`src/rtl/uart_flow_pkg.sv`:
```
package uart_flow_pkg;

  localparam int ADDR_W = 3;

  localparam logic [ADDR_W-1:0] ADR_FEAT  = 3'd0;
  localparam logic [ADDR_W-1:0] ADR_MODEM = 3'd1;
  localparam logic [ADDR_W-1:0] ADR_IRQEN = 3'd2;
  localparam logic [ADDR_W-1:0] ADR_HITH  = 3'd3;
  localparam logic [ADDR_W-1:0] ADR_LOTH  = 3'd4;

  // feature register fields
  localparam int FEAT_AUTO_CLR = 7;
  localparam int FEAT_AUTO_REQ = 6;
  localparam int FEAT_IRQ_MST  = 4;
  // modem control fields
  localparam int MDM_REQ_BIT  = 0;
  localparam int MDM_TERM_BIT = 1;
  localparam int MDM_PAIR_SEL = 2;
  // interrupt enable fields
  localparam int IE_CLR_SRC = 7;
  localparam int IE_REQ_SRC = 6;

  // control -> datapath strobes
  typedef struct packed {
    logic autoReqRts;
    logic autoReqDtr;
    logic manRtsN;
    logic manDtrN;
    logic pairSel;
  } pinCtl_t;

  // datapath -> control events
  typedef struct packed {
    logic clrRise;
    logic clrLevel;
    logic reqDropEvt;
  } flowEvt_t;

  typedef enum logic [1:0] {
    GATE_OPEN  = 2'd0,
    GATE_DRAIN = 2'd1,
    GATE_SHUT  = 2'd2
  } gateState_t;

endpackage

```
`src/rtl/uart_flow_dp.sv`:
```
module uart_flow_dp
  import uart_flow_pkg::*;
#(
  parameter int LEVEL_W     = 7,
  parameter int SYNC_STAGES = 2
) (
  input  logic               clk,
  input  logic               rstN,
  input  logic               ctsN,
  input  logic               dsrN,
  input  logic [LEVEL_W-1:0] rxLevel,
  input  logic [LEVEL_W-1:0] hiThr,
  input  logic [LEVEL_W-1:0] loThr,
  input  pinCtl_t            pinCtl,
  output logic               rtsN,
  output logic               dtrN,
  output flowEvt_t           evt
);

  localparam int NUM_IN = 2;

  logic [NUM_IN-1:0] pinIn;
  logic [NUM_IN-1:0] syncOut;
  logic [NUM_IN-1:0] syncPrev;
  logic [NUM_IN-1:0] riseDet;

  assign pinIn = {dsrN, ctsN};

  // per-input synchronizer and edge detector
  genvar g;
  generate
    for (g = 0; g < NUM_IN; g++) begin : gSync
      logic [SYNC_STAGES-1:0] chain;
      always_ff @(posedge clk or negedge rstN) begin
        if (!rstN) begin
          chain       <= '1;
          syncPrev[g] <= 1'b1;
        end else begin
          chain       <= {chain[SYNC_STAGES-2:0], pinIn[g]};
          syncPrev[g] <= chain[SYNC_STAGES-1];
        end
      end
      assign syncOut[g] = chain[SYNC_STAGES-1];
      assign riseDet[g] = chain[SYNC_STAGES-1] & ~syncPrev[g];
    end
  endgenerate

  // receive fill hysteresis
  logic rxFull;
  always_ff @(posedge clk or negedge rstN) begin
    if (!rstN) begin
      rxFull <= 1'b0;
    end else if (rxLevel >= hiThr) begin
      rxFull <= 1'b1;
    end else if (rxLevel <= loThr) begin
      rxFull <= 1'b0;
    end
  end

  logic rtsNext;
  logic dtrNext;
  always_comb begin
    rtsNext = pinCtl.autoReqRts ? rxFull : pinCtl.manRtsN;
    dtrNext = pinCtl.autoReqDtr ? rxFull : pinCtl.manDtrN;
  end

  always_ff @(posedge clk or negedge rstN) begin
    if (!rstN) begin
      rtsN <= 1'b1;
      dtrN <= 1'b1;
    end else begin
      rtsN <= rtsNext;
      dtrN <= dtrNext;
    end
  end

  always_comb begin
    evt.clrRise    = riseDet[pinCtl.pairSel];
    evt.clrLevel   = syncOut[pinCtl.pairSel];
    evt.reqDropEvt = (pinCtl.autoReqRts & rxFull & ~rtsN) |
                     (pinCtl.autoReqDtr & rxFull & ~dtrN);
  end

endmodule

```
`src/rtl/uart_flow_ctrl.sv`:
```
module uart_flow_ctrl
  import uart_flow_pkg::*;
#(
  parameter int LEVEL_W = 7,
  parameter int DATA_W  = 8,
  parameter int HI_RST  = 48,
  parameter int LO_RST  = 16
) (
  input  logic               clk,
  input  logic               rstN,
  input  logic               regWr,
  input  logic [ADDR_W-1:0]  regAddr,
  input  logic [DATA_W-1:0]  regWrData,
  input  logic               msrRead,
  input  logic               txStart,
  input  logic               txCharDone,
  input  flowEvt_t           evt,
  output pinCtl_t            pinCtl,
  output logic [LEVEL_W-1:0] hiThr,
  output logic [LEVEL_W-1:0] loThr,
  output logic               txAllow,
  output logic               txHalted,
  output logic               flowIrq,
  output logic               autoClrEn,
  output logic               irqMaster
);

  localparam logic [LEVEL_W-1:0] HI_INIT = LEVEL_W'(HI_RST);
  localparam logic [LEVEL_W-1:0] LO_INIT = LEVEL_W'(LO_RST);

  logic autoReqEn;
  logic reqBit;
  logic termBit;
  logic pairSel;
  logic ieClr;
  logic ieReq;

  // register file
  always_ff @(posedge clk or negedge rstN) begin
    if (!rstN) begin
      autoClrEn <= 1'b0;
      autoReqEn <= 1'b0;
      irqMaster <= 1'b0;
      reqBit    <= 1'b0;
      termBit   <= 1'b0;
      pairSel   <= 1'b0;
      ieClr     <= 1'b0;
      ieReq     <= 1'b0;
      hiThr     <= HI_INIT;
      loThr     <= LO_INIT;
    end else if (regWr) begin
      case (regAddr)
        ADR_FEAT: begin
          autoClrEn <= regWrData[FEAT_AUTO_CLR];
          autoReqEn <= regWrData[FEAT_AUTO_REQ];
          irqMaster <= regWrData[FEAT_IRQ_MST];
        end
        ADR_MODEM: begin
          reqBit  <= regWrData[MDM_REQ_BIT];
          termBit <= regWrData[MDM_TERM_BIT];
          pairSel <= regWrData[MDM_PAIR_SEL];
        end
        ADR_IRQEN: begin
          ieClr <= regWrData[IE_CLR_SRC];
          ieReq <= regWrData[IE_REQ_SRC];
        end
        ADR_HITH: hiThr <= regWrData[LEVEL_W-1:0];
        ADR_LOTH: loThr <= regWrData[LEVEL_W-1:0];
        default: ;
      endcase
    end
  end

  always_comb begin
    pinCtl.autoReqRts = autoReqEn & reqBit  & ~pairSel;
    pinCtl.autoReqDtr = autoReqEn & termBit &  pairSel;
    pinCtl.manRtsN    = ~reqBit;
    pinCtl.manDtrN    = ~termBit;
    pinCtl.pairSel    = pairSel;
  end

  // character tracking and transmit gate
  logic       inFlight;
  logic       inFlightNext;
  gateState_t gateState;
  gateState_t gateNext;

  assign inFlightNext = txStart | (inFlight & ~txCharDone);

  always_comb begin
    gateNext = gateState;
    case (gateState)
      GATE_OPEN: begin
        if (autoClrEn && evt.clrRise) begin
          gateNext = inFlightNext ? GATE_DRAIN : GATE_SHUT;
        end
      end
      GATE_DRAIN: begin
        if (!autoClrEn || !evt.clrLevel) begin
          gateNext = GATE_OPEN;
        end else if (txCharDone) begin
          gateNext = GATE_SHUT;
        end
      end
      GATE_SHUT: begin
        if (!autoClrEn || !evt.clrLevel) begin
          gateNext = GATE_OPEN;
        end
      end
      default: gateNext = GATE_OPEN;
    endcase
  end

  always_ff @(posedge clk or negedge rstN) begin
    if (!rstN) begin
      gateState <= GATE_OPEN;
      inFlight  <= 1'b0;
    end else begin
      gateState <= gateNext;
      inFlight  <= inFlightNext;
    end
  end

  assign txAllow  = (gateState == GATE_OPEN);
  assign txHalted = (gateState == GATE_SHUT);

  // sticky interrupt status, set wins over read-clear
  logic irqSet;
  assign irqSet = irqMaster & ((ieClr & evt.clrRise) | (ieReq & evt.reqDropEvt));

  always_ff @(posedge clk or negedge rstN) begin
    if (!rstN) begin
      flowIrq <= 1'b0;
    end else if (irqSet) begin
      flowIrq <= 1'b1;
    end else if (msrRead) begin
      flowIrq <= 1'b0;
    end
  end

endmodule

```
`src/rtl/uart_auto_flow.sv`:
```
module uart_auto_flow
  import uart_flow_pkg::*;
#(
  parameter int LEVEL_W     = 7,
  parameter int DATA_W      = 8,
  parameter int SYNC_STAGES = 2,
  parameter int HI_RST      = 48,
  parameter int LO_RST      = 16
) (
  input  logic               clk,
  input  logic               rstN,
  input  logic               regWr,
  input  logic [ADDR_W-1:0]  regAddr,
  input  logic [DATA_W-1:0]  regWrData,
  input  logic               msrRead,
  input  logic [LEVEL_W-1:0] rxLevel,
  input  logic               txStart,
  input  logic               txCharDone,
  input  logic               ctsN,
  input  logic               dsrN,
  output logic               rtsN,
  output logic               dtrN,
  output logic               txAllow,
  output logic               txHalted,
  output logic               flowIrq
);

  pinCtl_t            pinCtl;
  flowEvt_t           evt;
  logic [LEVEL_W-1:0] hiThr;
  logic [LEVEL_W-1:0] loThr;
  logic               autoClrEn;
  logic               irqMaster;

  uart_flow_ctrl #(
    .LEVEL_W (LEVEL_W),
    .DATA_W  (DATA_W),
    .HI_RST  (HI_RST),
    .LO_RST  (LO_RST)
  ) u_ctrl (
    .clk        (clk),
    .rstN       (rstN),
    .regWr      (regWr),
    .regAddr    (regAddr),
    .regWrData  (regWrData),
    .msrRead    (msrRead),
    .txStart    (txStart),
    .txCharDone (txCharDone),
    .evt        (evt),
    .pinCtl     (pinCtl),
    .hiThr      (hiThr),
    .loThr      (loThr),
    .txAllow    (txAllow),
    .txHalted   (txHalted),
    .flowIrq    (flowIrq),
    .autoClrEn  (autoClrEn),
    .irqMaster  (irqMaster)
  );

  uart_flow_dp #(
    .LEVEL_W     (LEVEL_W),
    .SYNC_STAGES (SYNC_STAGES)
  ) u_dp (
    .clk     (clk),
    .rstN    (rstN),
    .ctsN    (ctsN),
    .dsrN    (dsrN),
    .rxLevel (rxLevel),
    .hiThr   (hiThr),
    .loThr   (loThr),
    .pinCtl  (pinCtl),
    .rtsN    (rtsN),
    .dtrN    (dtrN),
    .evt     (evt)
  );

endmodule

```
`config.mk`:
```
export PLATFORM = sky130hd
export DESIGN_NAME = uart_auto_flow
export DESIGN_NICKNAME = d
export VERILOG_FILES = /design/src/rtl/uart_flow_pkg.sv /design/src/rtl/uart_flow_dp.sv /design/src/rtl/uart_flow_ctrl.sv /design/src/rtl/uart_auto_flow.sv
export SDC_FILE = /design/constraint.sdc
export NUM_CORES = 1
export LEC_CHECK = 0
export BUFFER_PORTS_ARGS = -buffer_cell sky130_fd_sc_hd__buf_2
export CORE_MARGIN = 1
export CORE_UTILIZATION = 40
export CTS_CLUSTER_SIZE = 30
export DETAILED_ROUTE_END_ITERATION = 6
export PLACE_DENSITY = 0.67
export SYNTH_ARGS = -nofsm -noshare
export SYNTH_HDL_FRONTEND = slang
export SYNTH_HIERARCHICAL = 1
export SYNTH_SLANG_ARGS = --single-unit
```
`constraint.sdc`:
```
create_clock -name clk -period 3.84 [get_ports clk]
set_input_delay 0.768 -clock clk [delete_from_list [all_inputs] [get_ports clk]]
set_output_delay 0.768 -clock clk [all_outputs]
set_load 0.05 [all_outputs]
```
### After elaboration in Yosys (flattened, before gate mapping)

Index checks and enable logic that the tools add are counted.

* bits in registers: 35
* input port bits: 26
* output and inout bits: 5
* word-level logic and storage cells: 87

* magnitude comparators: 3
* equality and inequality tests: 9
* mux-type cells: 16
* bitwise logic cells: 25
* reductions and logical operators: 14

Operator list (number)
* 1-bit AND: 14
* 1-bit two-way mux: 10
* 2-bit two-way mux: 5
* 2-bit AND reduction: 5
* 1-bit NOT: 8
* 7-bit greater-or-equal comparator: 1
* 7-bit less-or-equal comparator: 1
* 3-bit by 2-bit == test with 1-bit output, second input constant: 2
* 2-bit case mux with 3 select lines: 1
* 2-bit by 1-bit inequality test with 1-bit output, second input constant: 2
* 2-bit nonzero test: 2
* 3-bit by 1-bit == test with 1-bit output, second input constant: 1
* 3-bit == test, second input constant: 1
* 3-bit zero test: 1
* 3-bit by 2-bit inequality test with 1-bit output, second input constant: 1
* 1-bit bitwise OR: 3
* 3-bit AND reduction: 1
* 2-bit by 1-bit == test with 1-bit output, second input constant: 1
* 2-bit == test, second input constant: 1
* 1-bit zero test: 2
* 2-bit zero test: 1
* 1-bit by 2-bit less-than comparator with 1-bit output, second input constant: 1
* 1-bit logical AND: 1
* 1-bit logical OR: 1

### Depth between registers and ports, before layout

Gate-level depths: netlist of run 1.

* word-level depth: 9
* gate-level depth with buffers: 8
* mapped depth without buffers: 8

### Cells and area by module

Netlist of run 1, hierarchy kept.

By module, submodules not included
* uart_flow_ctrl: instances 1, cells an instance 80, area an instance 1113.6 um^2, sequential area each 654.4 um^2
* uart_flow_dp: instances 1, cells an instance 64, area an instance 641.9 um^2, sequential area each 235.2 um^2

### Least setup slack after synthesis of run 1

No wires, ideal clock.

* kind: reg-to-output
* start: register u_ctrl.gateState[0]
* end: output txHalted
* arrival: 1.108 ns
* data required time: 3.072 ns
* slack: 1.964 ns
* cell stages (with the launch flop): 2
* buffers on the path: 0
* cells stage by stage: dfrtp_1 nor2b_1

* longest elaborated chain between the ends: 1

RTL lines
* start: declaration: line uart_flow_ctrl.sv:85 `gateState_t gateState;`
* start signal: assignment: line uart_flow_ctrl.sv:119 `gateState <= gateNext;`
* 2-bit == test: line uart_flow_ctrl.sv:125 `assign txHalted = (gateState == GATE_SHUT);`
* end: declaration: line uart_auto_flow.sv:24 `output logic txHalted,`

Every way passes these cells.

### Worst setup path after layout of run 1

Same ends and word-level chain as after synthesis.

==> results_dict.tcl, run 1 <==
set metrics [dict create \
    timing.final.ws_setup_ns 1.967 \
    root_buffer "clkbuf_8" \
    core_sq_um 4115 \
    grt_remaining_overflow 0 \
    clockBufferDepth 2 \
    slowest_delay_ns 0.43 \
    cts_max_level 2 \
    placed_area_sq_um 1961 \
    ios 31 \
    synthFlopType "dfrtp_1" \
    slew_viol_final 0 \
    fin_util 0.5050 \
    finalNonFillerCells 231 \
    power_density_nw_per_um2 542.8 \
    hold_viol_final 0 \
    finalWirelength_um 3142 \
    synthArstFlopShare 1.000 \
    yosys.area_share.simple 0.1219 \
    nFillCells 386 \
    firstDrtPassIters 4 \
    io_buffers 30 \
    r2r-start "u_ctrl/pairSel" \
    timing.fmax_mhz 533.9 \
    grt_use_total 0.1681 \
    required_ns 3.07 \
    yosys.cell_types.count 35 \
    path_class "flop to primary output" \
    drtIter0Drc 44 \
    startpoint_type "flop" \
    synth.area.mux_share 0.1411 \
    pre_cts_slack_ns 1.993 \
    synthesis.instances 144 \
    yosys_warnings 6 \
    initial_core_util 0.4266 \
    antenna_found_initial 0 \
    critical_path.top_delay_family "flip-flops" \
    drc 0 \
    die_y_um 68.25 \
    worstMarginPinSlew_ns 0.7347 \
    grt_pass1_wl_um 5513 \
    path_clk_slew_ns 0.07 \
    ir_worst_vdd_uv 195.3 \
    synth_edf_count 0 \
    dp_cells 223 \
    wl_per_cell_um 13.60 \
    synth_area_sq_um 1755 \
    fin_setup_tns_ns 0 \
    max_cap_viol_count 0 \
    reg2reg_slack_ns 2.32 \
    rows 23 \
    grt_max_degree 36 \
    dp_hpwl_um 2545 \
    crit_arrival_ns 1.10 \
    grt_pass1_vias 1243 \
    setup_viol 0 \
    synthXorXnorAreaFrac 0 \
    p_leak_nw 0.9769 \
    min-delay-start "u_dp/gSync[0].chain[0]" \
    min_period_ns 1.873 \
    postCtsHoldBufs 0 \
    synth-compound-area-share 0.08553 \
    synth_top_family_by_area "multiplexers" \
    antenna_cells 0 \
    crit_fanout 6 \
    ys_seq_elements 35 \
    r2r-end "u_ctrl/gateState[1]" \
    final_cell_area_sq_um 2078 \
    cp-end-kind "primary output" \
    clk_latency_ns 0.29 \
    whs_endpoint "u_dp/gSync[0].chain[1]" \
    fp.dieW_um 68.25 \
    area_growth_pct 18.39 \
    drive_gt1_frac 0.4365 \
    hold_path_class "flop to flop" \
    gp_routability_congestion 0.8899 \
    slew_headroom 0.5102 \
    total_power_mw 1.128 \
    layout_commonest_cell "buf_2" \
    cts_resized 0 \
    detail-route-antenna-nets 0 \
    crit_buf_inv 1 \
    rsz0062_at_grt "false" \
    finalCritPeriodShare 0.4878 \
    outcome "complete, no violations" \
    yosysSeqAreaShare 0.5068 \
    syn_avg_cell_area_sq_um 12.19 \
    cts_tree "done" \
    fin_skew_ns 0.003892 \
    worstPathCellList "nor2b_1, buf_2" \
    crit_slowest_cell "dfrtp_1" \
    fin_nets 220 \
    die-area_sq_um 4657 \
    cts_num_sinks 35 \
    register_area_sq_um 889.6 \
    post_cts_buffers 0 \
    hold-worst-slack_ns 0.3575 \
    synth_nets 184 \
    hold_path_depth 0 \
    via_per_inst 5.117 \
    mostFrequentLayoutCells "buf_2 (30), dfrtp_1 (24), mux2_2 (22)" \
    numCtsBuffers 5 \
    multi_input_area_sq_um 787.0 \
    vias 1182 \
    ff2ff_path_depth 5 \
    synthAdderAreaFrac 0.09979 \
]
[flip-flops by register name, indices dropped and copies added (netlist names)]
name / flops
u_ctrl/autoClrEn: 1
u_ctrl/termBit: 1
u_ctrl/reqBit: 1
u_ctrl/irqMaster: 1
u_ctrl/hiThr: 7
u_ctrl/loThr: 7
u_ctrl/inFlight: 1
u_ctrl/ieReq: 1
u_dp/gSync.chain: 4
u_ctrl/pairSel: 1
u_dp/rtsN: 1
u_ctrl/ieClr: 1
u_dp/rxFull: 1
u_dp/syncPrev: 2
u_ctrl/gateState: 2
u_ctrl/flowIrq: 1
u_dp/dtrN: 1
u_ctrl/autoReqEn: 1
[cells in the mapped netlist (2+ instances only)]
cell type	number	area [sq um]
a21oi_1	6	30.03
dfrtp_1	24	600.6
dfstp_2	11	289.0
ha_1	14	175.2
inv_1	19	71.32
mux2_2	22	247.7
nand2_1	9	33.78
nor2_1	4	15.01
nor2b_1	2	12.51
o2111ai_1	2	17.52
o21ai_0	6	30.03
o22ai_1	2	12.51
[metal layers]
metal  part of all wire  track usage  up-vias
li1                   -            -      582
met1               0.43       0.1926      575
met2               0.51       0.2855       20
met3              0.040      0.04000        5
met4              0.019      0.09375        0
met5                  0            0        -
[layout make-up]
class / instances / area share
clock buffers: 6 / 0.03974
clock inverters: 2 / 0.01686
inverters: 19 / 0.03432
multi-input cells: 89 / 0.3787
flip-flops and latches: 35 / 0.4281
well taps: 50 / 0.03010
repair buffers: 30 / 0.07225
[worst max-delay path by stage]
| stage | slack [ns] | endpoint | startpoint | cells past startpoint |
|---|---|---|---|---|
| floorplan | 1.96 | txHalted | u_ctrl/gateState[0] | 1 |
| global placement | 2.01 | u_dp/rxFull | rxLevel[4] | 6 |
| detailed placement | 1.99 | u_ctrl/loThr[2] | regAddr[2] | 4 |
| CTS | 1.96 | txHalted | u_ctrl/gateState[0] | 2 |
| global route | 1.91 | txHalted | u_ctrl/gateState[0] | 2 |
| finish | 1.97 | txHalted | u_ctrl/gateState[0] | 2 |
[power breakdown]
group	total [mW]	switching (mW)	internal, mW
clock network	0.336	0.126	0.210
registers	0.499	0.0468	0.452
logic	0.293	0.167	0.125
[kinds of logic after synthesis]
family / after synthesis
multiplexers: 22
buffers and inverters: 20
AO/OA/AOI/OAI: 22
AND/OR/NAND/NOR: 31
adder cells (fa/ha/maj): 14
flip-flops: 35
(Power assumes the default switching activity.)
==> run 2: changes to the inputs <==
==> constraint.sdc (replaced) <==
create_clock -name clk -period 1.9 [get_ports clk]
set_input_delay 0.38 -clock clk [delete_from_list [all_inputs] [get_ports clk]]
set_output_delay 0.38 -clock clk [all_outputs]
set_load 0.05 [all_outputs]
==> run 2 against run 1 <==
  * Die area stayed put
  * Sequential cell count stayed put
  * Critical path depth up 4
  * Clock skew increased by 0.0012 ns
  * Power up 92%
  * Routed wire length decreased by 3.2%
  * First-iteration DRC count shrank 30%
  * Combinational power grew 100%
  * Final cell count is the same
  * Global-route usage is 1.9 points lower
  * Core utilization is 0.43 points lower
  * Sequential share of layout area increased by 0.36 points
  * Critical path type is now flop to flop
  * Critical endpoint is now u_dp/rxFull
  * Largest power group unchanged
==> results_dict.tcl, run 2 (synthesis gave the netlist of run 1 again) <==
set metrics [dict create \
    fp.dieW_um 68.25 \
    timing.fmax_mhz 668.9 \
    drtIter0Drc 31 \
    min_period_ns 1.495 \
    root_buffer "clkbuf_8" \
    mostFrequentLayoutCells "buf_2 (30), dfrtp_1 (24), mux2_2 (22)" \
    max_cap_viol_count 0 \
    cts_num_sinks 35 \
    grt_remaining_overflow 0 \
    numCtsBuffers 5 \
    dp_hpwl_um 2490 \
    die_y_um 68.25 \
    grt_pass1_vias 1142 \
    crit_arrival_ns 1.65 \
    io_buffers 30 \
    rows 23 \
    via_per_inst 5.000 \
    crit_fanout 2 \
    gp_routability_congestion 0.8344 \
    wl_per_cell_um 13.16 \
    drc 0 \
    finalCritPeriodShare 0.7869 \
    cts_max_level 2 \
    p_leak_nw 0.9672 \
    ff2ff_path_depth 6 \
    cts_resized 0 \
    cts_tree "done" \
    total_power_mw 2.163 \
    power_density_nw_per_um2 1050 \
    postCtsHoldBufs 0 \
    drive_gt1_frac 0.4309 \
    hold_path_class "input pin to async pin" \
    ir_worst_vdd_uv 452.0 \
    grt_max_degree 36 \
    fin_nets 220 \
    die-area_sq_um 4657 \
    final_cell_area_sq_um 2061 \
    path_class "flop to flop" \
    ios 31 \
    hold_viol_final 0 \
    clk_latency_ns 0.27 \
    worstMarginPinSlew_ns 0.7415 \
    layout_commonest_cell "buf_2" \
    fin_skew_ns 0.005113 \
    area_growth_pct 17.39 \
    fin_setup_tns_ns 0 \
    antenna_cells 0 \
    cp-end-kind "flop" \
    startpoint_type "flop" \
    slew_viol_final 0 \
    top_regs "u_ctrl/hiThr x7, u_ctrl/loThr x7, u_dp/gSync.chain x4" \
    slew_headroom 0.5057 \
    finalNonFillerCells 231 \
    placed_area_sq_um 1961 \
    clockBufferDepth 2 \
    outcome "complete, no violations" \
    dp_cells 223 \
    post_cts_buffers 0 \
    path_clk_slew_ns 0.07 \
    finalWirelength_um 3041 \
    detail-route-antenna-nets 0 \
    core_sq_um 4115 \
    grt_use_total 0.1496 \
    rsz0062_at_grt "false" \
    required_ns 2.05 \
    vias 1155 \
    hold-worst-slack_ns 0.1644 \
    grt_pass1_wl_um 4947 \
    firstDrtPassIters 4 \
    antenna_found_initial 0 \
    initial_core_util 0.4266 \
    setup_viol 0 \
]
## run 2: cell count changes in the layout (fill, tap and decap cells not counted)
cell       previous run  this run
clkinv_2              1         0
clkbuf_8              6         7
bufinv_16             1         0
clkbuf_1              0         1
## run 2: cell type report
class / instances / area (sq um)
inverters: 19 / 71.32
fillers: 364 / 2054
flip-flops and latches: 35 / 889.6
multi-input cells: 89 / 787.0
clock buffers: 8 / 100.1
repair buffers: 30 / 150.1
well taps: 50 / 62.56
## run 2: path summary, 6_finish.rpt
check | from | end | slack (ns)
hold reg to reg | u_dp/gSync[0].chain[0] | u_dp/gSync[0].chain[1] | 0.36
hold / removal | rstN | u_ctrl/hiThr[0] | 0.16
min in group clk | ctsN | u_dp/gSync[0].chain[0] | 0.20
setup / recovery | u_ctrl/loThr[4] | u_dp/rxFull | 0.40
setup reg to reg | u_ctrl/loThr[4] | u_dp/rxFull | 0.40
max in group asynchronous | rstN | u_ctrl/loThr[6] | 1.26
## run 2: per-stage QoR
step,utilization,setup WS (ns)
after floorplan,-,0.4116
after global placement,0.4764,0.4270
after detailed placement,0.4764,0.4008
after CTS,0.5008,0.3914
after global routing,0.5008,0.2805
final,0.5008,0.4050
## run 2: worst max-delay path, cell delays in order (launching register included)
cell and delay [ns]:
dfstp_2 0.53, inv_1 0.04, ha_1 0.30, a211oi_2 0.23, nor2_1 0.08, nor3_2 0.12, o221ai_2 0.10
## run 2: layer usage
metal  wire [um]  share of wire  GRT usage
met5           0              0          0
met3         125          0.041    0.05000
met1        1372           0.45     0.1707
met4          37          0.012    0.06250
met2        1507           0.50     0.2537
## run 2: report_power, final
part / internal, mW / switching [mW]
registers: 0.914 / 0.0963
logic: 0.253 / 0.333
clock network: 0.330 / 0.236
total: 1.50 / 0.666
==> run 3: changes to the inputs <==
--- a/config.mk
+++ b/config.mk
@@ -5,6 +5,7 @@
 export SDC_FILE = /design/constraint.sdc
 export NUM_CORES = 1
 export LEC_CHECK = 0
+export ABC_AREA = 1
 export BUFFER_PORTS_ARGS = -buffer_cell sky130_fd_sc_hd__buf_2
 export CORE_MARGIN = 1
 export CORE_UTILIZATION = 40
==> constraint.sdc (replaced) <==
create_clock -name clk -period 1.5 [get_ports clk]
set_input_delay 0.3 -clock clk [delete_from_list [all_inputs] [get_ports clk]]
set_output_delay 0.3 -clock clk [all_outputs]
set_load 0.05 [all_outputs]
==> run 3 against run 2 <==
  * Sequential share of layout area shrank 3.0 points
  * Largest cell class unchanged
  * Area after synthesis is 5.3% higher
  * Design area up 7.5%
  * Global-route usage barely moved
  * Register-to-register slack got worse by 0.24 ns
==> results_dict.tcl, run 3 <==
set metrics [dict create \
    cts_tree "done" \
    grt_pass1_wl_um 5637 \
    drc 0 \
    ios 31 \
    yosys_warnings 6 \
    yosysSeqAreaShare 0.4811 \
    register_area_sq_um 889.6 \
    synth_nets 252 \
    finalWirelength_um 3154 \
    crit_arrival_ns 1.12 \
    top_regs "u_ctrl/hiThr x7, u_ctrl/loThr x7, u_dp/gSync.chain x4" \
    ir_worst_vdd_uv 858.3 \
    mostFrequentLayoutCells "nand2_1 (62), inv_1 (42), buf_2 (29)" \
    die_y_um 70.00 \
    path_clk_slew_ns 0.07 \
    startpoint_type "flop" \
    crit_buf_inv 1 \
    path_class "flop to primary output" \
    nFillCells 437 \
    cp-end-kind "primary output" \
    synth.area.top_cells "dfrtp_1 (32%), dfstp_2 (16%), nand2_1 (13%)" \
    fin_skew_ns 0.003853 \
    multi_input_area_sq_um 780.7 \
    whs_endpoint "u_dp/gSync[0].chain[0]" \
    die-area_sq_um 4899 \
    hold_path_depth 1 \
    post_cts_buffers 0 \
    worstPathCellList "nor2_2, clkbuf_4" \
    clk_latency_ns 0.28 \
    slew_viol_final 0 \
    r2r-start "u_ctrl/hiThr[4]" \
    cts_max_level 2 \
    synth_area_sq_um 1849 \
    r2r-end "u_dp/rxFull" \
    outcome "complete, no violations" \
    vias 1343 \
    hold_path_class "input pin to flop" \
    firstDrtPassIters 4 \
    dp_cells 293 \
    slowest_delay_ns 0.42 \
    grt_use_total 0.1497 \
    hold_viol_final 0 \
    placed_area_sq_um 2067 \
    power_density_nw_per_um2 1367 \
    detail-route-antenna-nets 0 \
    grt_max_degree 22 \
    antenna_found_initial 0 \
    finalNonFillerCells 302 \
    drtIter0Drc 45 \
    drive_gt1_frac 0.3000 \
    setup_viol 0 \
    timing.fmax_mhz 705.1 \
    root_buffer "clkbuf_8" \
    crit_fanout 4 \
    rows 24 \
    synthesis.instances 212 \
    synth_edf_count 0 \
    worstMarginPinSlew_ns 0.3499 \
    reg2reg_slack_ns 0.16 \
    max_cap_viol_count 0 \
    gp_routability_congestion 0.8125 \
    hold-worst-slack_ns 0.1108 \
    syn_avg_cell_area_sq_um 8.723 \
    yosysTopAreaCell "dfrtp_1" \
    layout_commonest_cell "nand2_1" \
    synth_top_area_frac 0.3248 \
    clockBufferDepth 2 \
    synthArstFlopShare 1.000 \
    yosys.cell_types.count 23 \
    fin_nets 289 \
    fin_setup_tns_ns 0 \
    antenna_cells 0 \
    wl_per_cell_um 10.44 \
    critical_path.top_delay_family "flip-flops" \
    area_growth_pct 19.82 \
    synthMostInstantiatedCell "nand2_1" \
    min_period_ns 1.418 \
    ff2ff_path_depth 8 \
    fp.dieW_um 70.00 \
    numCtsBuffers 5 \
    synthFlopType "dfrtp_1" \
    total_power_mw 3.029 \
    finalCritPeriodShare 0.9455 \
    dp_hpwl_um 2497 \
    core_sq_um 4384 \
    grt_remaining_overflow 0 \
    via_per_inst 4.447 \
    io_buffers 30 \
    ys_seq_elements 35 \
    slew_headroom 0.7667 \
    startpoint "u_ctrl/gateState[0]" \
    grt_pass1_vias 1310 \
    initial_core_util 0.4218 \
    crit_slowest_cell "dfrtp_1" \
    min-delay-start "ctsN" \
    cts_num_sinks 35 \
    p_leak_nw 1.184 \
    ys_top_cells_by_count "nand2_1 (62), inv_1 (42), dfrtp_1 (24), ha_1 (14), o21ai_2 (14)" \
    required_ns 1.20 \
    final_cell_area_sq_um 2216 \
    rsz0062_at_grt "false" \
]
[run 3: cell count changes after synthesis, sizes merged, moves of 2 or more]
cell and change:
nand2 +56, inv +23, and4bb -2, mux2 -22, o21ai +18, nor2 +6
nor3 -2, o2111ai -2, nand3 +4, nor2b -2, buf +2
[run 3: final cells by class]
type,count,share of cell area
sequential,35,0.4015
inverter,42,0.07115
clock inverter,2,0.02710
tap,52,0.02936
multi-input combinational,132,0.3523
timing repair buffer,33,0.08583
clock buffer,6,0.03275
[run 3: worst register-to-register path, cell delays in order, from the launching register on]
cell and delay, ns:
dfstp_2 0.54, inv_1 0.05, ha_1 0.29, nand2_1 0.07, nand2_1 0.04, nand2_1 0.05
nand2_1 0.06, a21oi_2 0.09, nand2_1 0.05
[run 3: what timing repair did]
item                       in CTS  in global routing
hold endpoints to repair       12                  0
resized for setup               0                  2
hold buffers                    1                  0
setup endpoints to repair       0                  2
[run 3: report_power, final]
part           internal [mW]  switching [mW]
Clock                  0.664           0.328
Combinational          0.295           0.503
Sequential              1.13           0.105
[run 3: layer usage]
layer	routed length (um)	track usage
met5	0	0
met4	40	0.06000
met3	143	0.04906
met2	1460	0.2489
met1	1509	0.1786
[run 3: metrics by stage]
stage	utilization	worst slack, ns
floorplan	-	0.1694
global placement	0.4715	0.1877
detailed placement	0.4715	0.1544
CTS	0.5040	0.03225
global route	0.5054	0.01013
finish	0.5054	0.08175
[run 3: cell families after synthesis]
group,count (synthesis),share of synthesized area
flops,35,0.4811
fa+ha+maj,14,0.09472
compound gates,35,0.1313
simple gates,83,0.1915
buf+inv,45,0.1015
[run 3: worst max-delay path by stage]
stage / depth (start not counted) / end
floorplan: 6 / u_ctrl/gateState[1]
global placement: 8 / u_dp/rxFull
detailed placement: 8 / u_dp/rxFull
CTS: 2 / txAllow
global route: 2 / txAllow
finish: 2 / txAllow
